## src/rtl/fcd_pkg.sv

```systemverilog
package fcd_pkg;

    localparam logic [7:0]  CMD_UNL_A = 8'hAA;
    localparam logic [7:0]  CMD_UNL_B = 8'h55;
    localparam logic [7:0]  CMD_PROG  = 8'hA0;
    localparam logic [7:0]  CMD_ERASE = 8'h80;
    localparam logic [7:0]  CMD_SECT  = 8'h30;
    localparam logic [7:0]  CMD_CHIP  = 8'h10;
    localparam logic [7:0]  CMD_IDENT = 8'h90;
    localparam logic [7:0]  CMD_EXIT  = 8'hF0;
    localparam logic [7:0]  CMD_SUSP  = 8'hB0;
    localparam logic [11:0] ADR_A     = 12'h555;
    localparam logic [11:0] ADR_B     = 12'h2AA;
    localparam logic [7:0]  OFS_LOCK  = 8'h06;

    typedef enum logic [3:0] {
        S_READ, S_UNL1, S_UNL2, S_PGM_DATA, S_ERA_CMD, S_ERA_UNL1, S_ERA_UNL2,
        S_ACCUM, S_ERASING, S_PROGRAMMING, S_SUSP_LAT, S_SUSPENDED, S_IDENT,
        S_RESETTING
    } fcd_state_e;

    typedef enum logic [1:0] {RM_ARRAY, RM_IDENT, RM_STATUS, RM_HOLD} rd_mode_e;

    function automatic int unsigned imax(int unsigned a, int unsigned b);
        return (a > b) ? a : b;
    endfunction

    function automatic logic is_busy(fcd_state_e s);
        return s inside {S_ACCUM, S_ERASING, S_PROGRAMMING, S_SUSP_LAT, S_RESETTING};
    endfunction

    function automatic rd_mode_e mode_of(fcd_state_e s);
        if (s == S_RESETTING) return RM_HOLD;
        if (is_busy(s))       return RM_STATUS;
        if (s == S_IDENT)     return RM_IDENT;
        return RM_ARRAY;
    endfunction

    function automatic logic [15:0] lock_code(logic [1:0] sel);
        if (sel[1])  return 16'h0081;
        if (sel[0])  return 16'h0041;
        return 16'h0001;
    endfunction

endpackage

```

## src/rtl/fcd_erase_q.sv

```systemverilog
module fcd_erase_q
    import fcd_pkg::*;
#(
    parameter int NUM_SECT = 8,
    localparam int SECT_W  = $clog2(NUM_SECT)
) (
    input  logic                clk,
    input  logic                rst,
    input  logic                clear_i,
    input  logic                fill_i,
    input  logic                retire_i,
    input  logic                add_i,
    input  logic [SECT_W-1:0]   add_idx_i,
    output logic [NUM_SECT-1:0] set_o,
    output logic                last_o
);
    logic [NUM_SECT-1:0] set_q;
    logic [NUM_SECT-1:0] lowest;

    assign lowest = set_q & (~set_q + NUM_SECT'(1));
    assign last_o = (set_q != '0) && ((set_q & (set_q - NUM_SECT'(1))) == '0);
    assign set_o  = set_q;

    always_ff @(posedge clk) begin
        if (rst || clear_i)  set_q <= '0;
        else if (fill_i)     set_q <= '1;
        else if (retire_i)   set_q <= set_q & ~lowest;
        else if (add_i)      set_q <= set_q | (NUM_SECT'(1) << add_idx_i);
    end

    // each completed sector removes exactly one bit
    p_retire_one_r6: assert property (@(posedge clk) disable iff (rst)
        (retire_i && !clear_i && !fill_i && set_q != '0)
        |=> ($countones(set_q) == $past($countones(set_q)) - 1));

endmodule

```

## src/rtl/fcd_seq.sv

```systemverilog
module fcd_seq
    import fcd_pkg::*;
#(
    parameter int ADDR_W    = 12,
    parameter int SECT_W    = 3,
    parameter int ACC_CYC   = 5000,
    parameter int SUSP_CYC  = 3500,
    parameter int RST_CYC   = 3500,
    parameter int ERASE_CYC = 1000,
    parameter int PROG_CYC  = 100,
    localparam int CNT_W = $clog2(imax(imax(imax(ACC_CYC, SUSP_CYC), imax(RST_CYC, ERASE_CYC)), PROG_CYC) + 1)
) (
    input  logic              clk,
    input  logic              rst,
    input  logic              hwrst_i,
    input  logic              wr_en_i,
    input  logic [ADDR_W-1:0] wr_addr_i,
    input  logic [7:0]        wr_data_i,
    input  logic              q_last_i,
    output fcd_state_e        state_o,
    output logic              clear_o,
    output logic              fill_o,
    output logic              retire_o,
    output logic              add_o,
    output logic [SECT_W-1:0] add_idx_o
);
    fcd_state_e        state;
    logic [CNT_W-1:0]  win;
    logic [CNT_W-1:0]  op;
    logic              at_a, at_b, d30, dsusp;

    assign at_a  = wr_addr_i[11:0] == ADR_A;
    assign at_b  = wr_addr_i[11:0] == ADR_B;
    assign d30   = wr_data_i == CMD_SECT;
    assign dsusp = wr_en_i && wr_data_i == CMD_SUSP;

    assign state_o   = state;
    assign add_idx_o = wr_addr_i[ADDR_W-1 -: SECT_W];
    assign add_o     = !hwrst_i && wr_en_i && d30 && (state == S_ERA_UNL2 || state == S_ACCUM);
    assign fill_o    = !hwrst_i && wr_en_i && state == S_ERA_UNL2 && at_a && wr_data_i == CMD_CHIP;
    assign clear_o   = hwrst_i || (wr_en_i && !d30 && state == S_ACCUM);
    assign retire_o  = !hwrst_i && state == S_ERASING && !dsusp && op == '0;

    always_ff @(posedge clk) begin
        if (rst) begin
            state <= S_READ;
            win   <= '0;
            op    <= '0;
        end else if (hwrst_i && state != S_RESETTING) begin
            state <= S_RESETTING;
            win   <= CNT_W'(RST_CYC - 1);
        end else begin
            unique case (state)
                S_RESETTING: begin
                    if (win != '0)     win <= win - 1'b1;
                    else if (!hwrst_i) state <= S_READ;
                end
                S_READ: if (wr_en_i && at_a && wr_data_i == CMD_UNL_A) state <= S_UNL1;
                S_UNL1: if (wr_en_i)
                    state <= (at_b && wr_data_i == CMD_UNL_B) ? S_UNL2 : S_READ;
                S_UNL2: if (wr_en_i) begin
                    if (!at_a)                        state <= S_READ;
                    else if (wr_data_i == CMD_PROG)   state <= S_PGM_DATA;
                    else if (wr_data_i == CMD_ERASE)  state <= S_ERA_CMD;
                    else if (wr_data_i == CMD_IDENT)  state <= S_IDENT;
                    else                              state <= S_READ;
                end
                S_PGM_DATA: if (wr_en_i) begin
                    if (wr_data_i == CMD_EXIT) state <= S_READ;
                    else begin
                        state <= S_PROGRAMMING;
                        op    <= CNT_W'(PROG_CYC - 1);
                    end
                end
                S_ERA_CMD: if (wr_en_i)
                    state <= (at_a && wr_data_i == CMD_UNL_A) ? S_ERA_UNL1 : S_READ;
                S_ERA_UNL1: if (wr_en_i)
                    state <= (at_b && wr_data_i == CMD_UNL_B) ? S_ERA_UNL2 : S_READ;
                S_ERA_UNL2: if (wr_en_i) begin
                    if (d30) begin
                        state <= S_ACCUM;
                        win   <= CNT_W'(ACC_CYC - 1);
                    end else if (at_a && wr_data_i == CMD_CHIP) begin
                        state <= S_ERASING;
                        op    <= CNT_W'(ERASE_CYC - 1);
                    end else state <= S_READ;
                end
                S_ACCUM: begin
                    if (wr_en_i) begin
                        if (d30) win <= CNT_W'(ACC_CYC - 1);
                        else     state <= S_READ;
                    end else if (win == '0) begin
                        state <= S_ERASING;
                        op    <= CNT_W'(ERASE_CYC - 1);
                    end else win <= win - 1'b1;
                end
                S_ERASING: begin
                    if (dsusp) begin
                        state <= S_SUSP_LAT;
                        win   <= CNT_W'(SUSP_CYC - 1);
                    end else if (op == '0) begin
                        if (q_last_i) state <= S_READ;
                        else          op    <= CNT_W'(ERASE_CYC - 1);
                    end else op <= op - 1'b1;
                end
                S_PROGRAMMING: begin
                    if (op == '0) state <= S_READ;
                    else          op    <= op - 1'b1;
                end
                S_SUSP_LAT: begin
                    if (win == '0) state <= S_SUSPENDED;
                    else           win   <= win - 1'b1;
                end
                S_SUSPENDED: if (wr_en_i && d30) state <= S_ERASING;
                S_IDENT:     if (wr_en_i && wr_data_i == CMD_EXIT) state <= S_READ;
                default:     state <= S_READ;
            endcase
        end
    end

    // an accepted sector re-arms the full window
    p_accum_rearm_r4: assert property (@(posedge clk) disable iff (rst)
        (state == S_ACCUM && wr_en_i && d30 && !hwrst_i)
        |=> (state == S_ACCUM && win == CNT_W'(ACC_CYC - 1)));

    // during suspend latency nothing but the latency expiry changes state
    p_susp_quiet_r7: assert property (@(posedge clk) disable iff (rst)
        (state == S_SUSP_LAT && !hwrst_i)
        |=> (state == S_SUSP_LAT || state == S_SUSPENDED));

    // a running program cannot be interrupted by writes
    p_prog_no_suspend_r11: assert property (@(posedge clk) disable iff (rst)
        (state == S_PROGRAMMING && !hwrst_i && op != '0) |=> (state == S_PROGRAMMING));

endmodule

```

## src/rtl/fcd_rdmux.sv

```systemverilog
module fcd_rdmux
    import fcd_pkg::*;
(
    input  logic        clk,
    input  logic        rst,
    input  logic        rd_en_i,
    input  logic [7:0]  rd_addr_i,
    input  rd_mode_e    mode_i,
    input  logic [1:0]  lock_sel_i,
    output logic [15:0] rd_data_o,
    output logic        toggle_o
);
    logic tog;
    assign toggle_o = tog;

    always_ff @(posedge clk) begin
        if (rst) begin
            rd_data_o <= '0;
            tog       <= 1'b0;
        end else if (rd_en_i) begin
            unique case (mode_i)
                RM_ARRAY:  rd_data_o <= 16'hFFFF;
                RM_IDENT:  rd_data_o <= (rd_addr_i == OFS_LOCK) ? lock_code(lock_sel_i) : 16'h0000;
                RM_STATUS: begin
                    tog       <= ~tog;
                    rd_data_o <= {9'b0, ~tog, 6'b0};
                end
                default:   rd_data_o <= rd_data_o;
            endcase
        end
    end

    // every status read flips the toggle bit
    p_toggle_flip_r9: assert property (@(posedge clk) disable iff (rst)
        (rd_en_i && mode_i == RM_STATUS) |=> (toggle_o != $past(toggle_o)));

endmodule

```

## src/rtl/flash_cmd_decoder.sv

```systemverilog
module flash_cmd_decoder
    import fcd_pkg::*;
#(
    parameter int ADDR_W    = 12,
    parameter int NUM_SECT  = 8,
    parameter int CLK_MHZ   = 100,
    parameter int ACCUM_US  = 50,
    parameter int SUSP_US   = 35,
    parameter int RST_US    = 35,
    parameter int ERASE_CYC = 1000,
    parameter int PROG_CYC  = 100
) (
    input  logic                clk,
    input  logic                rst,
    input  logic                hwrst_i,
    input  logic                wr_en_i,
    input  logic [ADDR_W-1:0]   wr_addr_i,
    input  logic [7:0]          wr_data_i,
    input  logic                rd_en_i,
    input  logic [7:0]          rd_addr_i,
    input  logic [1:0]          lock_sel_i,
    output logic [15:0]         rd_data_o,
    output logic                ready_o,
    output logic                toggle_o,
    output logic [NUM_SECT-1:0] erase_set_o
);
    localparam int SECT_W   = $clog2(NUM_SECT);
    localparam int ACC_CYC  = CLK_MHZ * ACCUM_US;
    localparam int SUSP_CYC = CLK_MHZ * SUSP_US;
    localparam int RST_CYC  = CLK_MHZ * RST_US;

    fcd_state_e        state;
    logic              clear, fill, retire, add, last;
    logic [SECT_W-1:0] add_idx;

    fcd_seq #(
        .ADDR_W(ADDR_W), .SECT_W(SECT_W), .ACC_CYC(ACC_CYC), .SUSP_CYC(SUSP_CYC),
        .RST_CYC(RST_CYC), .ERASE_CYC(ERASE_CYC), .PROG_CYC(PROG_CYC)
    ) seq_i (
        .clk(clk), .rst(rst), .hwrst_i(hwrst_i), .wr_en_i(wr_en_i),
        .wr_addr_i(wr_addr_i), .wr_data_i(wr_data_i), .q_last_i(last),
        .state_o(state), .clear_o(clear), .fill_o(fill), .retire_o(retire),
        .add_o(add), .add_idx_o(add_idx)
    );

    fcd_erase_q #(.NUM_SECT(NUM_SECT)) q_i (
        .clk(clk), .rst(rst), .clear_i(clear), .fill_i(fill), .retire_i(retire),
        .add_i(add), .add_idx_i(add_idx), .set_o(erase_set_o), .last_o(last)
    );

    fcd_rdmux rd_i (
        .clk(clk), .rst(rst), .rd_en_i(rd_en_i), .rd_addr_i(rd_addr_i),
        .mode_i(mode_of(state)), .lock_sel_i(lock_sel_i),
        .rd_data_o(rd_data_o), .toggle_o(toggle_o)
    );

    assign ready_o = !is_busy(state);

    // hardware reset empties the erase set and forces busy
    p_reset_abort_r10: assert property (@(posedge clk) disable iff (rst)
        $rose(hwrst_i) |=> (!ready_o && erase_set_o == '0));

    // a non-sector write inside the window abandons the set
    p_accum_abort_r5: assert property (@(posedge clk) disable iff (rst)
        (state == S_ACCUM && wr_en_i && wr_data_i != CMD_SECT && !hwrst_i)
        |=> (ready_o && erase_set_o == '0));

endmodule

```

## config.mk

```make
export PLATFORM = sky130hd
export DESIGN_NAME = flash_cmd_decoder
export DESIGN_NICKNAME = d
export VERILOG_FILES = /design/src/rtl/fcd_pkg.sv /design/src/rtl/fcd_erase_q.sv /design/src/rtl/fcd_seq.sv /design/src/rtl/fcd_rdmux.sv /design/src/rtl/flash_cmd_decoder.sv
export SDC_FILE = /design/constraint.sdc
export NUM_CORES = 1
export LEC_CHECK = 0
export BUFFER_PORTS_ARGS = -buffer_cell sky130_fd_sc_hd__buf_2
export CELL_PAD_IN_SITES_DETAIL_PLACEMENT = 0
export CELL_PAD_IN_SITES_GLOBAL_PLACEMENT = 1
export CORE_MARGIN = 10
export CORE_UTILIZATION = 42
export CTS_CLUSTER_DIAMETER = 80
export DETAILED_ROUTE_END_ITERATION = 10
export PLACE_DENSITY_LB_ADDON = 0.12
export REMOVE_ABC_BUFFERS = 1
export SLEW_MARGIN = 25
export SYNTH_ARGS = -nofsm -noshare
export SYNTH_HDL_FRONTEND = slang
export SYNTH_HIERARCHICAL = 1
export SYNTH_SLANG_ARGS = --single-unit
```

## constraint.sdc

```tcl
create_clock -name clk -period 3.6 [get_ports clk]
set_clock_uncertainty 0.1 [all_clocks]
set_input_delay 0.18 -clock clk [delete_from_list [all_inputs] [get_ports clk]]
set_output_delay 0.18 -clock clk [all_outputs]
set_load 0.02 [all_outputs]
```

# After elaboration in Yosys (flattened, before gate mapping)
# Index checks and enable logic that the tools add are counted.
dict set report op_classes {
  n_mux 81
  n_shift 1
  reduce_logical 49
  bitwise 8
  n_addsub 4
  n_eq_ne 74
}
# op count
set ops {}
lappend ops {{2-to-1 mux 13 bit} 17}
lappend ops {{one-hot mux 13 bit (5 select lines)} 2}
lappend ops {{2-to-1 mux 4 bit} 27}
lappend ops {{2-to-1 mux 16 bit} 5}
lappend ops {{one-hot mux 4 bit (14 select lines)} 1}
lappend ops {{== test 8 bit, second input constant} 6}
lappend ops {{one-hot mux 16 bit (3 select lines)} 1}
lappend ops {{AND reduction 17 bit} 2}
lappend ops {{inequality test 2 bit, second input constant} 14}
lappend ops {{inequality test 3 x 2 -> 1 bit, second input constant} 9}
lappend ops {{zero test 13 bit} 2}
lappend ops {{subtractor 13 x 1 -> 13 bit, second input constant} 2}
lappend ops {{bitwise AND 8 bit} 3}
lappend ops {{== test 4 bit, second input constant} 6}
lappend ops {{2-to-1 mux 8 bit} 3}
lappend ops {{inequality test 3 x 1 -> 1 bit, second input constant} 8}
lappend ops {{logical AND 1 bit} 21}
lappend ops {{== test 4 x 3 -> 1 bit, second input constant} 4}
lappend ops {{inequality test 2 x 1 -> 1 bit, second input constant} 8}
lappend ops {{inverter 8 bit} 2}
lappend ops {{2-to-1 mux 1 bit} 15}
lappend ops {{nonzero test 5 bit} 3}
lappend ops {{2-to-1 mux 2 bit} 7}
lappend ops {{nonzero test 13 bit} 1}
lappend ops {{other kinds (33)} 48}
dict set report totals {
  ff_bits 55
  wordCells 225
  output_inout_bits 26
}

# Logic depth before layout (Yosys ltp)
# Gate-level depths: netlist of run 1.
dict set report logic_depth {
  ltp_word 21
  mapped_depth 10
  mapped_depth_nobuf 9
}

# Cells and area by module
# The synthesis of run 1 kept the hierarchy.
# mod cells_per_inst n_inst seq_area_each_um2 area_each_um2
set by_module_without_submodules {}
lappend by_module_without_submodules {fcd_seq 363 1 600.6 2706.3}
lappend by_module_without_submodules {fcd_erase_q 63 1 160.2 485.5}
lappend by_module_without_submodules {fcd_rdmux 48 1 100.1 389.1}
lappend by_module_without_submodules {flash_cmd_decoder 7 1 0.0 41.3}

# Worst setup path after synthesis of run 1
# No wires, ideal clock.
dict set report synth_path {
  path_type {reg-to-reg}
  start {register seq_i.state[3] (netlist: seq_i/state_o[3])}
  end {register q_i.set_q[5] (netlist: q_i/set_o[5])}
  arrival_time_ps 2818
  stages_incl_launch_ff 9
  n_path_buf 1
  setup_slack_ps 562
  setup_ps 120
  synth_period_minus_slack_ps 3038
  cell_sequence {dfxtp_1 > buf_2 > nor4b_1 > o31ai_2 > nor3_1 > or4b_1 > or3_1 > a221oi_2 > nor3_1}
}
dict set report synth_via {
  elab_chain_len 6
  word_cells_on_any_way 17
}
# item line_no
set synth_lines {}
lappend synth_lines {{from (decl)} fcd_seq.sv:27} ;# fcd_state_e state;
lappend synth_lines {{from (signal assigned)} fcd_seq.sv:60} ;# state <= (at_b && wr_data_i == CMD_UNL_B) ? S_UNL2 : S_READ;
lappend synth_lines {{from (signal assigned)} fcd_seq.sv:76} ;# state <= (at_a && wr_data_i == CMD_UNL_A) ? S_ERA_UNL1 : S_READ;
lappend synth_lines {{from (signal assigned)} fcd_seq.sv:78} ;# state <= (at_b && wr_data_i == CMD_UNL_B) ? S_ERA_UNL2 : S_READ;
lappend synth_lines {{== test 4 bit *} fcd_seq.sv:42} ;# assign retire_o = !hwrst_i && state == S_ERASING && !dsusp && op == '0;
lappend synth_lines {{logical AND 1 bit * (3 in a row)} fcd_seq.sv:42}
lappend synth_lines {{net retire} flash_cmd_decoder.sv:33} ;# logic clear, fill, retire, add, last;
lappend synth_lines {{2-to-1 mux 8 bit} fcd_erase_q.sv:27} ;# else if (retire_i) set_q <= set_q & ~lowest;
lappend synth_lines {{2-to-1 mux 8 bit} fcd_erase_q.sv:26} ;# else if (fill_i) set_q <= '1;
lappend synth_lines {{to (signal assigned)} fcd_erase_q.sv:27}
lappend synth_lines {{to (signal assigned)} fcd_erase_q.sv:28} ;# else if (add_i) set_q <= set_q | (NUM_SECT'(1) << add_idx_i);
lappend synth_lines {{to (decl)} fcd_erase_q.sv:17} ;# logic [NUM_SECT-1:0] set_q;
# The timed path passes the listed nets; every way through them passes the cells marked *.
# A chain may end at the register's enable or synchronous reset.

# Final worst setup path of run 1
dict set report layout_path {
  start {register q_i.set_q[3] (netlist: q_i/set_o[3])}
  end {register seq_i.op[6]}
}
dict set report layout_via {
  elab_chain_len 6
  word_cells_on_any_way 7
}
# item line_no
set layout_lines {}
lappend layout_lines {{subtractor 8 x 1 -> 8 bit} fcd_erase_q.sv:21} ;# assign last_o = (set_q != '0) && ((set_q & (set_q - NUM_SECT'(1))) == '0);
lappend layout_lines {{bitwise AND 8 bit} fcd_erase_q.sv:21}
lappend layout_lines {{zero test 8 bit} fcd_erase_q.sv:21}
lappend layout_lines {{logical AND 1 bit *} fcd_erase_q.sv:21}
lappend layout_lines {{net last} flash_cmd_decoder.sv:33}
lappend layout_lines {{inequality test 3 bit (no source line) *} n/a}
lappend layout_lines {{AND reduction 12 bit (no source line) *} n/a}
lappend layout_lines {{to (signal assigned)} fcd_seq.sv:72} ;# op <= CNT_W'(PROG_CYC - 1);
lappend layout_lines {{to (signal assigned)} fcd_seq.sv:85} ;# op <= CNT_W'(ERASE_CYC - 1);
lappend layout_lines {{to (signal assigned)} fcd_seq.sv:94} ;# op <= CNT_W'(ERASE_CYC - 1);
lappend layout_lines {{to (decl)} fcd_seq.sv:29} ;# logic [CNT_W-1:0] op;
# Marks and branches as above.

==> impl_summary.md, run 1 <==
Status
The flow ran to the end, and the final reports show no timing, DRC or antenna violations.

Worst setup path
The critical path data required time is between 3 and 4 ns. On the critical path, the stage with the largest delay is an instance of sky130_fd_sc_hd__or3_1. The kind of start point of the critical path is a flop. Of all nets on the critical path, the largest fanout is 15. STA classifies the critical path endpoint as a flop. The worst register-to-register path begins at q_i/set_o[3].

The critical path start-end classification is reg -> reg. The peak per-stage delay on the critical path is roughly 0.40 ns. In this run the critical register-to-register path is captured at seq_i/op[6]. The data arrival time of the critical path is slightly above 3 ns. The signal on the critical path passes through or3_1 > o31a_1 > or4_1 > a21oi_1 > inv_1 > a222oi_1 > a21oi_2 > and3_4 > a311oi_2. The setup check on the worst reg-to-reg path leaves a slack of around 0.68 ns. The worst register-to-register path has a depth of 9.

Yosys
Yosys mapped a number of flops with a built-in enable equal to 0. The number of different library cells used by synthesis comes to 80. The fraction of post-synthesis cell area in the top cell type by area is 0.2377. In the post-synthesis netlist, the biggest area contributors are sky130_fd_sc_hd__dfxtp_1 24%, sky130_fd_sc_hd__nor2_1 5.4%, sky130_fd_sc_hd__a21oi_1 3.9%. After synthesis, the share of flip-flops with an asynchronous set or reset is 0. After synthesis the netlist holds a flip-flop and latch count of 43. The most used flip-flop cell after synthesis is sky130_fd_sc_hd__dfxtp_1. The number of warnings printed during yosys synthesis is 6. The synthesized netlist occupies a cell area of 3622 sq um. Counting every instance in the synthesized netlist gives between 400 and 500. The post-synthesis sequential area ratio is 0.2377.

The per-instance average area after synthesis is around 7.5 sq um. sky130_fd_sc_hd__dfxtp_1 takes more of the synthesized area than any other cell.

Finish
The area growth from synthesis to final layout is 11.33%. The area taken by flip-flops and latches is roughly 860 sq um. The repair_antennas step left the layout with diodes totalling 0.

The post-route core utilization is 0.4859. Summing all multi-input logic gate instances after layout gives around 2500 sq um. The most frequent standard cell in the layout excluding fill and tap cells is sky130_fd_sc_hd__buf_2. The layout net count is roughly 570. The library cells used most frequently in the layout, excluding fill and tap cells, are 60 x sky130_fd_sc_hd__buf_2, 52 x sky130_fd_sc_hd__nor2_1, 43 x sky130_fd_sc_hd__dfxtp_1. After filler insertion, the fill cell instance count of the layout stands at a little under 900. The share of final-layout standard cells stronger than drive strength 1 is 0.2027.

Job
The count of max-cap constraint violations is 0.

STA
The post-route setup TNS is 0 ns. The share of the clock period used by the worst path is 0.8122. The hold violation total from the final report is 0. Derived from the worst setup path, the maximum achievable clock frequency is approximately 340 MHz.

Setup repair after global routing left no endpoint under its margin. The total setup violations reported at the end of the flow is 0. At the pin with the least slew margin, the transition time is approximately 0.7 ns. The worst pin sits at a relative slew slack of 0.5322.

The count of pins over their slew limit was 0. The clock period could shrink to a little under 3 ns.

Global routing
The number of antenna violations at the first check in global routing was 0. The number of global-route vias before repair is approximately 3700. The global-route total usage across every layer is 0.1682.

The first global-routing pass estimated 18.65 mm of wire. The total overflow reported by the global router is 0. The pin count of the biggest net entering global routing is 33.

Power and ir drop
For this design the static power due to leakage is between 0.0015 and 0.002 uW. For this design the ratio of total power to cell area is 720.2 nW/um^2. The peak ir drop on the vdd network is between 0.2 and 0.3 mV.

Floorplan
The overall die width is around 110 um. The standard-cell row count is 33. 61 I/O pins were placed. For this configuration, the core starts out at a cell density of 0.4365.

The core region area is roughly 8300 sq um. The vertical extent of the die is between 100 and 150 um. The die outline area is ~13000 sq um.

Clock tree
The clock tree from TritonCTS is done. The clock tree synthesis step divided the H-tree into 2 levels. The clock slew seen by the registers of the worst setup and hold paths is ~0.090 ns.

The source-to-sink clock delay at the later pin of the worst-skew pair is ~0.30 ns. The clock net in this run drives a total of 43 sinks. The TritonCTS buffer count is 5.

The number of setup buffers added after CTS is 0. The library cell used as clock root buffer is sky130_fd_sc_hd__clkbuf_8. The number of hold buffers added after CTS was 0. The maximum count of clock buffers along a single path is 2. Once the clock tree was built, the resizer swapped 0 gates to a different size.

Place
The global placer's final weighted congestion is ~0.87. Input and output buffers added on the ports amount to 60. Once detailed placement completed, the half-perimeter wirelength came to 8.322 mm.

Route
The detailed-route DRC error count is 0. The average detailed-routed wire length per instance is 17.89 um. Before antenna repair, the detailed router went through 6 iterations. After detailed routing, the number of vias per cell comes to approximately 6.2. The overall routed net length is 11.33 mm. The count of routing violations after the opening detailed-route iteration is just over 300. The count of nets left with antenna violations after detail routing is 0. The routed layout has slightly below 4000 vias.

Worst hold path
The class of the tightest hold or removal check is in -> reg. The worst hold path passes through 3 cells. For hold timing, the worst endpoint is rd_i/rd_data_o[6].

The startpoint of the lowest-slack hold path is lock_sel_i[0].
[flip-flops by register name, indices dropped and copies added, names as in the netlist]
register        flops
seq_i/state_o       4
rd_i/rd_data_o      4
seq_i/win          13
seq_i/op           13
rd_i/toggle_o       1
q_i/set_o           8
[area by class of cell]
type                       instances  area share
clock inverter                     2    0.003103
inverter                          18     0.01675
tap                              105     0.03258
timing repair buffer              73     0.09867
multi-input combinational        386      0.6174
clock buffer                       6     0.01800
sequential                        43      0.2135
[how the worst max path moves through the flow]
stage / end / startpoint / depth (start not counted)
6_report: seq_i/op[6] / q_i/set_o[3] / 9
5_1_grt: seq_i/op[1] / q_i/set_o[3] / 9
4_1_cts: seq_i/op[1] / q_i/set_o[3] / 9
3_5_place_dp: seq_i/op[6] / q_i/set_o[3] / 9
3_3_place_gp: seq_i/op[1] / q_i/set_o[3] / 9
2_1_floorplan: q_i/set_o[5] / seq_i/state_o[3] / 7
[metal layers]
| layer | global-route usage | part of all wire | wire length [um] | vias up |
|---|---|---|---|---|
| met2 | 0.2919 | 0.50 | 5618 | 129 |
| li1 | - | - | - | 1929 |
| met1 | 0.2115 | 0.44 | 4978 | 1853 |
| met5 | 0 | 0 | 0 | - |
| met3 | 0.02747 | 0.055 | 624 | 9 |
| met4 | 0.03807 | 0.0094 | 106 | 0 |
[cell families after synthesis]
family,count (synthesis),synth area share
multiplexers,1,0.002763
AO/OA/AOI/OAI,146,0.2971
AND/OR/NAND/NOR,228,0.3537
buffers and inverters,52,0.07495
flip-flops,43,0.2377
adder cells (fa/ha/maj),7,0.02418
XOR/XNOR,4,0.009674
[cells in the mapped netlist, types with 7 or more instances]
cell type	count
sky130_fd_sc_hd__a211oi_1	7
sky130_fd_sc_hd__a21oi_1	28
sky130_fd_sc_hd__a31oi_1	15
sky130_fd_sc_hd__buf_4	16
sky130_fd_sc_hd__clkbuf_1	14
sky130_fd_sc_hd__dfxtp_1	43
sky130_fd_sc_hd__ha_1	7
sky130_fd_sc_hd__inv_1	17
sky130_fd_sc_hd__nand2_1	36
sky130_fd_sc_hd__nand2b_1	14
sky130_fd_sc_hd__nand3_1	13
sky130_fd_sc_hd__nand4_1	13
sky130_fd_sc_hd__nor2_1	52
sky130_fd_sc_hd__nor2b_1	8
sky130_fd_sc_hd__nor3_1	26
sky130_fd_sc_hd__nor4_1	11
sky130_fd_sc_hd__o21a_1	7
sky130_fd_sc_hd__o21ai_0	25
sky130_fd_sc_hd__or3_1	9
[worst max-delay path: cells and delay by family (launching register included)]
kind | cells | cell delay [ns]
buf+inv | 1 | 0.07
flops | 1 | 0.37
compound gates | 5 | 1.19
simple gates | 3 | 1.10
[stage by stage]
stage,instances,hold slack (ns),total power (uW),setup WS (ns),cell area [sq um]
detailed placement,625,0.3733,2571,0.7519,3948
CTS,633,0.04563,2904,0.7089,4033
finish,633,0.05751,2904,0.6759,4033
floorplan,447,0.1446,2016,0.4432,3418
global placement,625,0.3658,2555,0.7969,3948
global route,633,0.05806,3146,0.3582,4033
[where the power goes]
group / leakage [uW] / total (uW) / internal, uW / switching [uW]
combinational: 0.00119 / 1900 / 696 / 1210
sequential: 0.000352 / 682 / 580 / 102
clock: 0.0000412 / 320 / 136 / 184
(Power assumes the default switching activity.)
==> run 2: changes to the inputs <==
ABC_AREA = 1   (was default)
CORE_UTILIZATION = 35   (was 42)
clock period = 2.5 ns   (was 3.6 ns; I/O delays follow)
==> run 2 against run 1 <==
Effect of this change:
- wire length grew 7.8%
- worst setup slack lost 0.48 ns
- sequential power grew 54%
- critical path type unchanged
- critical endpoint is now q_i/set_o[6]
==> impl_summary.md, run 2 <==
Status
The flow ran to the end, and the final reports show no timing, DRC or antenna violations.

Yosys
Ranked by total cell area, the synthesized netlist is headed by sky130_fd_sc_hd__dfxtp_1 22%, sky130_fd_sc_hd__nand2_1 17%, sky130_fd_sc_hd__nor2_1 11%. The combined area of all synthesized cells is 3961 sq um (+9.4%). The post-synthesis instance total is 694 (+44%). The flip-flop and latch count after synthesis is 43 (unchanged).

The number of enable-type register cells in the synthesized netlist is 0 (unchanged). The share of async-settable or async-resettable flops after synthesis came to 0 (unchanged). The count of distinct cell types in the synthesized netlist is 41 (-49%).

The post-synthesis sequential area ratio is 0.2173 (-0.02034). The dominant cell type by area after synthesis is sky130_fd_sc_hd__dfxtp_1. The number of warnings printed during yosys synthesis is 6 (unchanged).

The library cell with the highest instance count after synthesis is sky130_fd_sc_hd__nand2_1. Among all flip-flop cells after synthesis, the most frequent one is sky130_fd_sc_hd__dfxtp_1. The commonest cells after synthesis are 184 x sky130_fd_sc_hd__nand2_1, 113 x sky130_fd_sc_hd__nor2_1, 94 x sky130_fd_sc_hd__inv_1. The fraction of post-synthesis cell area in the top cell type by area is 0.2173 (-0.02034). The per-instance average area after synthesis is 5.708 sq um (-24%).

Place
The minimum setup slack after placement is 0.1761 ns (-0.5758 ns). The standard cell area after detailed placement is 4369 sq um (+11%). The post-DP HPWL is 9.880 mm (+19%). The total of buffers placed on input and output ports came to 60 (unchanged). The global placer's final weighted congestion is 0.9193 (+5.4%). The cell count after placement is 884 (+41%).

STA
The shortest period the worst path allows is 2.305 ns (-0.6193 ns). The top achievable clock speed is 433.9 MHz (+27%). The post-route setup TNS was 0 ns (unchanged). The slew at the pin closest to its max-slew limit came to 0.5644 ns (-0.1372 ns). Setup repair after global routing left no endpoint under its margin. The relative max-transition margin is 0.6212 (+0.08894). The count of pins over their slew limit is 0 (unchanged). The hold violation total from the final report was 0 (unchanged). The share of the clock period used by the worst path is 0.9219 (+0.1097). The total setup violations reported at the end of the flow is 0 (unchanged).

The final worst-path setup slack is 0.1952 ns (-0.4807 ns).

Route
The via total after detailed routing is 4411 (+13%). The count of nets left with antenna violations after detail routing came to 0 (unchanged). The detailed-router iteration count before antenna repair was 6 (unchanged). The detailed-route DRC error count came to 0 (unchanged).

The average detailed-routed wire length per instance is 13.70 um (-23%). The via density per instance is 4.945 (-20%). The overall routed net length was 12.22 mm (+7.8%). The count of routing violations after the opening detailed-route iteration is 332 (+8.1%).

Clock tree
The count of hold-fix buffers inserted at cts was 0 (unchanged). The maximum count of clock buffers along a single path came to 2 (unchanged). The library cell used as clock root buffer is sky130_fd_sc_hd__clkbuf_16.

The post-cts repair resize count is 0 (unchanged). The clock sink count is 43 (unchanged). The source-to-sink clock delay at the later pin of the worst-skew pair is 0.29 ns (about the same). The clock slew seen by the registers of the worst setup and hold paths is 0.06 ns (-0.03 ns). The number of setup buffers added after CTS is 0 (unchanged). TritonCTS built the clock tree. The deepest level of the CTS H-tree is 2 (unchanged). The TritonCTS buffer count is 5 (unchanged).

Worst setup path
The worst register-to-register path ends at q_i/set_o[6]. The peak fanout along the critical path is 10 (-5). The kind of start point of the critical path is a flop. The critical path endpoint category is a flop. The worst setup path is of the reg -> reg kind. The depth of the most critical reg-to-reg path came to 11 (+2). The critical path data required time came to 2.60 ns (-1.11 ns).

In this run the critical register-to-register path is launched from seq_i/op[0]. The minimum setup slack among reg-to-reg paths is 0.20 ns (-0.48 ns). The data arrival time of the critical path is 2.40 ns (-0.63 ns).

Worst hold path
The startpoint of the lowest-slack hold path is rd_en_i. The worst hold path cell count is 3 (unchanged). The class of the tightest hold or removal check is in -> reg.

The capture endpoint of the worst hold path is rd_i/toggle_o.

Finish
The area taken by flip-flops and latches is 860.8 sq um (unchanged). The share of final-layout standard cells stronger than drive strength 1 was 0.1609 (-0.04175). The layout net count came to 793 (+39%). The library cells used most frequently in the layout, excluding fill and tap cells, are 184 x sky130_fd_sc_hd__nand2_1, 112 x sky130_fd_sc_hd__nor2_1, 94 x sky130_fd_sc_hd__inv_1. The number of fill cells was 1246 (+44%).

The post-layout instance count excluding filler cells is 892 (+41%). The cell area after layout is 4524 sq um (+12%). The most frequent standard cell in the layout excluding fill and tap cells is sky130_fd_sc_hd__nand2_1. The area growth from synthesis to final layout is 14.21%.

The footprint of the multi-input gates is 2576 sq um (+3.5%). The antenna cell count is 0 (unchanged).

Power and ir drop
The overall power consumption is 5019 uW (+73%). The switching component of the power is 2601 uW (+74%). The share of total power in the clock network is 0.131 (+0.021).

The fraction of power consumed by combinational cells is 0.661 (+0.006). The fraction of power consumed by sequential logic is 0.209 (-0.026). The peak ir drop on the vdd network is 0.4351 mV (+56%). The net switching fraction of the power is 0.5183 (+0.004688). The power density relative to cell area was 1109 nW/um^2 (+54%). The cell internal power dissipation is 2418 uW (+71%).

The static leakage is 0.002378 uW (+50%).

Global routing
The pin count of the biggest net entering global routing is 20 (-39%). The global-route total usage across every layer came to 0.1486 (-0.01956). The wire length of the first global-routing pass is 20.07 mm (+7.6%). The number of global-route vias before repair is 4072 (+9.1%).

The total overflow reported by the global router is 0 (unchanged). The number of antenna violations at the first check in global routing is 0 (unchanged).

Floorplan
The initial core utilization is 0.3607 (-0.07578). The overall die width is 126.4 um (+12%). The die outline area was 15970 sq um (+25%). The number of top-level pins is 61 (unchanged). The vertical extent of the die is 126.4 um (+12%). The core region area is 10980 sq um (+32%). The standard-cell row count came to 38 (+15%).

Job
The count of max-cap constraint violations is 0 (unchanged).
-- run 2: cell types whose count changed after synthesis, sizes merged, moves of 8 or more --
cell / before / now
nand3: 13 / 53
nand2b: 14 / 0
nand2: 36 / 192
nor4: 12 / 2
xor2: 2 / 10
clkbuf: 14 / 3
a31oi: 15 / 2
a211oi: 9 / 0
o21ai: 25 / 45
or3: 9 / 0
inv: 17 / 102
nor2b: 8 / 0
nor2: 52 / 121
-- run 2: critical path: stages (launching register included) --
cell and delay (ns):
sky130_fd_sc_hd__dfxtp_1 0.33, sky130_fd_sc_hd__inv_1 0.08, sky130_fd_sc_hd__ha_1 0.19, sky130_fd_sc_hd__nand2_1 0.06, sky130_fd_sc_hd__nor2_1 0.23, sky130_fd_sc_hd__nand2_1 0.15, sky130_fd_sc_hd__nor4_1 0.27, sky130_fd_sc_hd__inv_2 0.18
sky130_fd_sc_hd__a21oi_2 0.36, sky130_fd_sc_hd__nand3_1 0.13, sky130_fd_sc_hd__nand2_1 0.08, sky130_fd_sc_hd__inv_1 0.03
-- run 2: layer usage --
metal,wire length (um),part of all wire,GRT usage
met1,5791,0.47,0.2007
met2,5565,0.46,0.2382
met3,693,0.057,0.02582
met4,166,0.014,0.03818
met5,0,0,0
-- run 2: metrics by stage --
step | hold slack [ns] | util
3_5_place_dp | 0.3625 | 0.3978
3_3_place_gp | 0.3571 | 0.3978
5_1_grt | 0.09598 | 0.4119
4_1_cts | 0.06222 | 0.4107
6_report | 0.07135 | 0.4119
2_1_floorplan | 0.09407 | -
-- run 2: final cells by class --
| type | count | area share |
|---|---|---|
| clock buffer | 6 | 0.02848 |
| clock inverter | 2 | 0.002765 |
| inverter | 103 | 0.08573 |
| multi-input combinational | 527 | 0.5694 |
| sequential | 43 | 0.1903 |
| tap | 140 | 0.03872 |
| timing repair buffer | 71 | 0.08462 |
-- run 2: worst max path at each step --
| stage | from | cells past startpoint | end |
|---|---|---|---|
| after global placement | seq_i/op[0] | 11 | q_i/set_o[6] |
| after detailed placement | seq_i/state_o[1] | 9 | q_i/set_o[6] |
| after CTS | seq_i/state_o[1] | 9 | q_i/set_o[6] |
| final | seq_i/op[0] | 11 | q_i/set_o[6] |
| after global routing | seq_i/op[0] | 11 | q_i/set_o[7] |
| after floorplan | rd_i/rd_data_o[14] | 2 | rd_i/rd_data_o[14] |
-- run 2: logic make-up (layout without fill, tap and decap cells) --
logic type	Yosys count	after routing	synth area share
AOI/OAI and AO/OA	89	89	0.1222
xor gates and xnor gates	15	15	0.03316
adders and majority gates	7	7	0.02211
buffers and inverters	124	182	0.1358
DFF	43	43	0.2173
and+or+nand+nor	416	416	0.4694
-- run 2: power by group through the flow --
stage                     clock network [uW]  registers, uW  logic (uW)
after detailed placement                   0           1060        3310
after global routing                     712           1080        3780
after floorplan                            0           1140        2270
after global placement                     0           1060        3310
after CTS                                693           1040        3320
final                                    656           1050        3320
==> run 3: changes to the inputs <==
--- a/config.mk
+++ b/config.mk
@@ -6,10 +6,9 @@
 export NUM_CORES = 1
 export LEC_CHECK = 0
-export ABC_AREA = 1
 export BUFFER_PORTS_ARGS = -buffer_cell sky130_fd_sc_hd__buf_2
 export CELL_PAD_IN_SITES_DETAIL_PLACEMENT = 0
 export CELL_PAD_IN_SITES_GLOBAL_PLACEMENT = 1
 export CORE_MARGIN = 10
-export CORE_UTILIZATION = 35
+export CORE_UTILIZATION = 37
 export CTS_CLUSTER_DIAMETER = 80
 export DETAILED_ROUTE_END_ITERATION = 10
@@ -19,4 +18,3 @@
 export SYNTH_ARGS = -nofsm -noshare
 export SYNTH_HDL_FRONTEND = slang
-export SYNTH_HIERARCHICAL = 1
 export SYNTH_SLANG_ARGS = --single-unit
==> constraint.sdc (replaced) <==
create_clock -name clk -period 2.5 [get_ports clk]
set_clock_uncertainty 0.1 [all_clocks]
set_input_delay 0.5 -clock clk [delete_from_list [all_inputs] [get_ports clk]]
set_output_delay 0.5 -clock clk [all_outputs]
set_load 0.02 [all_outputs]
==> run 3 against run 2 <==
Effect of this change:
- the run now ends with negative setup slack left
- total power shrank 29%
- synthesized area shrank 13%
- global-route usage grew 3.9 points
- combinational power shrank 33%
- first-iteration DRC count shrank 3.9%
- sequential power shrank 16%
- utilization grew 14 points
- non-clock buffer count grew 132
- clock power shrank 27%
- synthesized cell count shrank 32%
- fmax shrank 15%
- sequential share of layout area shrank 1.8 points
==> impl_summary.md, run 3 <==
Status
The flow ran to the end, but the final reports show violations. The final reports fail on negative setup slack.

Finish
The layout net count is 683 (-14%). The antenna cell count is 0 (unchanged). The cell area after layout is 5097 sq um (+13%). The number of fill cells is 887 (-29%). The area growth from synthesis to layout is 47.56%. Leaving out fill and tap cells, the most frequent cells in the layout are 132 x sky130_fd_sc_hd__buf_4, 60 x sky130_fd_sc_hd__buf_2, 45 x sky130_fd_sc_hd__nor2_1. The library cell used most frequently in the layout, excluding fill and tap cells, is sky130_fd_sc_hd__buf_4. The share of final-layout standard cells stronger than drive strength 1 is 0.4078 (+0.2468).

Clock tree
The clock slew seen by the registers of the worst setup and hold paths is 0.10 ns (+0.04 ns). The TritonCTS buffer count came to 5 (unchanged). The count of hold-fix buffers inserted at cts is 0 (unchanged). The deepest level of the CTS H-tree is 2 (unchanged). The tree is rooted in a sky130_fd_sc_hd__clkbuf_8.

The clock tree from TritonCTS is done. The source-to-sink clock delay at the later pin of the worst-skew pair is 0.31 ns (+0.02 ns). The clock sink count is 43 (unchanged).

The maximum count of clock buffers along a single path is 2 (unchanged).

Global routing
The pin count of the biggest net entering global routing was 18 (-10%). The total overflow reported by the global router came to 0 (unchanged). The number of antenna violations at the first check in global routing is 0 (unchanged).

The wire length of the first global-routing pass came to 20.82 mm (+3.7%). The global-route total usage across every layer was 0.1873 (+0.03867). The number of global-route vias before repair is 4205 (+3.3%).

Job
The count of max-cap constraint violations is 0 (unchanged).

STA
The relative max-transition margin is 0.5895 (-0.03167). The total setup violations reported at the end of the flow is 27 (+27). The hold violation total from the final report is 0 (unchanged). The shortest period the worst path allows is 2.716 ns (+0.4108 ns). The count of pins over their slew limit is 0 (unchanged). The slew at the pin closest to its max-slew limit came to 0.6116 ns (+0.04719 ns). The post-route setup TNS is -3.392 ns (-3.392 ns).

The final worst-path setup slack is -0.2156 ns (-0.4108 ns). Setup repair after global routing could not meet its margin everywhere. The share of the clock period used by the worst path is 1.086 (+0.1643). The top achievable clock speed is 368.2 MHz (-15%).

Floorplan
The initial core utilization is 0.3774 (+0.01677). The overall die width was 116.6 um (-7.7%). The vertical extent of the die was 116.6 um (-7.7%). The standard-cell row count is 35 (-7.9%). The core region area came to 9153 sq um (-17%).

The number of top-level pins is 61 (unchanged). The die outline area is 13600 sq um (-15%).

Yosys
The post-synthesis sequential area ratio is 0.2492 (+0.03188). Counting instances in the post-synthesis netlist gives the leading cell types as 48 x sky130_fd_sc_hd__a21oi_1, 47 x sky130_fd_sc_hd__nor2_1, 43 x sky130_fd_sc_hd__dfxtp_1. The number of warnings printed during yosys synthesis is 0 (-6). The fraction of post-synthesis cell area in the top cell type by area is 0.2492 (+0.03188).

The count of distinct cell types in the synthesized netlist is 69 (+68%). The number of enable-type register cells in the synthesized netlist is 0 (unchanged). The combined area of all synthesized cells came to 3455 sq um (-13%). The share of async-settable or async-resettable flops after synthesis is 0 (unchanged).

The dominant cell type by area after synthesis is sky130_fd_sc_hd__dfxtp_1. Sorting the synthesized cells by area gives the leading types as sky130_fd_sc_hd__dfxtp_1 25%, sky130_fd_sc_hd__a21oi_1 7.0%, sky130_fd_sc_hd__nor2_1 5.1%. Yosys instantiated no cell more often than sky130_fd_sc_hd__a21oi_1.

The per-instance average area after synthesis is 7.366 sq um (+29%). The most used flip-flop cell after synthesis is sky130_fd_sc_hd__dfxtp_1. The post-synthesis instance total is 469 (-32%).

The flip-flop and latch count after synthesis is 43 (unchanged).

Power and ir drop
The peak ir drop on the vdd network was 0.4421 mV (+1.6%). The static leakage is 0.002261 uW (-4.9%). The power density relative to cell area is 703.4 nW/um^2 (-37%).

Worst hold path
In this run the most critical hold path is launched from lock_sel_i[0]. The class of the tightest hold or removal check is in -> reg. The worst hold path cell count came to 3 (unchanged). The capture endpoint of the worst hold path is rd_i.rd_data_o[6].

Worst setup path
The depth of the most critical reg-to-reg path was 10 (-1). The end of the worst register-to-register path is seq_i.op[2]. The slowest stage of the critical path belongs to the cell sky130_fd_sc_hd__or4b_4.

The beginning of the worst register-to-register path is seq_i.win[1]. The critical path data required time is 2.58 ns (-0.02 ns). The data arrival time of the critical path is 2.80 ns (+0.40 ns).

The peak per-stage delay on the critical path is 0.47 ns (+0.11 ns). The peak fanout along the critical path is 8 (-2). The minimum setup slack among reg-to-reg paths is -0.22 ns (-0.41 ns). The worst setup path is captured at a flop.

Walking the worst path, the cells encountered are inv_2 > ha_4 > or4b_4 > and4bb_1 > a21oi_2 > or4_4 > o21ba_4 > nor2_4 > buf_6 > o2bb2ai_1. The critical path start-end classification is reg -> reg. STA classifies the critical path startpoint as a flop.

Route
The via total after detailed routing came to 4355 (-1.3%). The average detailed-routed wire length per instance is 17.14 um (+25%). The detailed-router iteration count before antenna repair was 5 (-1). The count of routing violations after the opening detailed-route iteration is 319 (-3.9%). The via density per instance came to 5.761 (+16%). The detailed-route DRC error count came to 0 (unchanged). The count of nets left with antenna violations after detail routing came to 0 (unchanged). The overall routed net length is 12.96 mm (+6.1%).

Place
The post-DP HPWL is 9.913 mm (+0.34%). The global placer's final weighted congestion is 0.9274 (+0.88%). The standard cell area after detailed placement is 4678 sq um (+7.1%). The total of buffers placed on input and output ports is 60 (unchanged).
[run 3: what timing repair did]
action                                  4_1_cts  5_1_grt
pin swaps                                    28       20
setup buffers                                 5       10
endpoints found under the setup margin       36       35
gates resized for setup                      32       32
[run 3: kinds of logic after synthesis]
family | count (synthesis) | share of synthesized area
AO/OA/AOI/OAI | 155 | 0.2861
XOR/XNOR | 3 | 0.007607
adder cells (fa/ha/maj) | 5 | 0.01739
buffers and inverters | 45 | 0.06773
flip-flops | 43 | 0.2492
multiplexers | 2 | 0.005795
AND/OR/NAND/NOR | 216 | 0.3662
[run 3: final cells by class]
class	count	area (sq um)	area share
timing repair buffer	203	1424	0.2793
clock buffer	6	72.57	0.01424
inverter	10	37.54	0.007364
tap	111	138.9	0.02725
clock inverter	2	12.51	0.002455
sequential	43	877.1	0.1721
multi-input combinational	381	2535	0.4973
[run 3: worst max path at each step]
stage,from,end,slack (ns),cells past startpoint
after floorplan,seq_i.win[0],seq_i.op[9],-0.39,9
after global placement,wr_addr_i[3],seq_i.op[9],-0.48,8
after detailed placement,wr_addr_i[3],seq_i.op[9],-0.50,8
after CTS,seq_i.win[1],seq_i.op[9],-0.20,9
after global routing,seq_i.win[1],seq_i.op[5],-0.29,9
final,seq_i.win[1],seq_i.op[2],-0.22,10
[run 3: power breakdown]
part	internal, uW	switching, uW
Combinational	1060	1170
Sequential	778	100
Clock	196	280
Total	2040	1550
[run 3: per-stage QoR]
stage | setup slack (ns) | hold slack (ns) | std cells | util | power, uW
final | -0.2156 | 0.3831 | 756 | 0.5569 | 3586
after global routing | -0.2935 | 0.4024 | 756 | 0.5569 | 3824
after CTS | -0.1986 | 0.3860 | 747 | 0.5375 | 3431
after detailed placement | -0.5026 | 0.3713 | 734 | 0.5111 | 2851
after global placement | -0.4813 | 0.3681 | 734 | 0.5111 | 2845
after floorplan | -0.3879 | 0.3482 | 434 | - | 1878
[run 3: metal layers]
| layer | wire length, um | share of wire | track usage |
|---|---|---|---|
| met1 | 6093 | 0.47 | 0.2662 |
| met2 | 5637 | 0.43 | 0.2783 |
| met3 | 1026 | 0.079 | 0.04058 |
| met4 | 203 | 0.016 | 0.04778 |
| met5 | 0 | 0 | 0 |
[run 3: critical path, delay by kind of cell (launching register included)]
family	cells	cell delay, ns
and+or+nand+nor	4	1.29
AOI/OAI and AO/OA	3	0.52
DFF	1	0.33
buffers and inverters	2	0.19
adders and majority gates	1	0.13
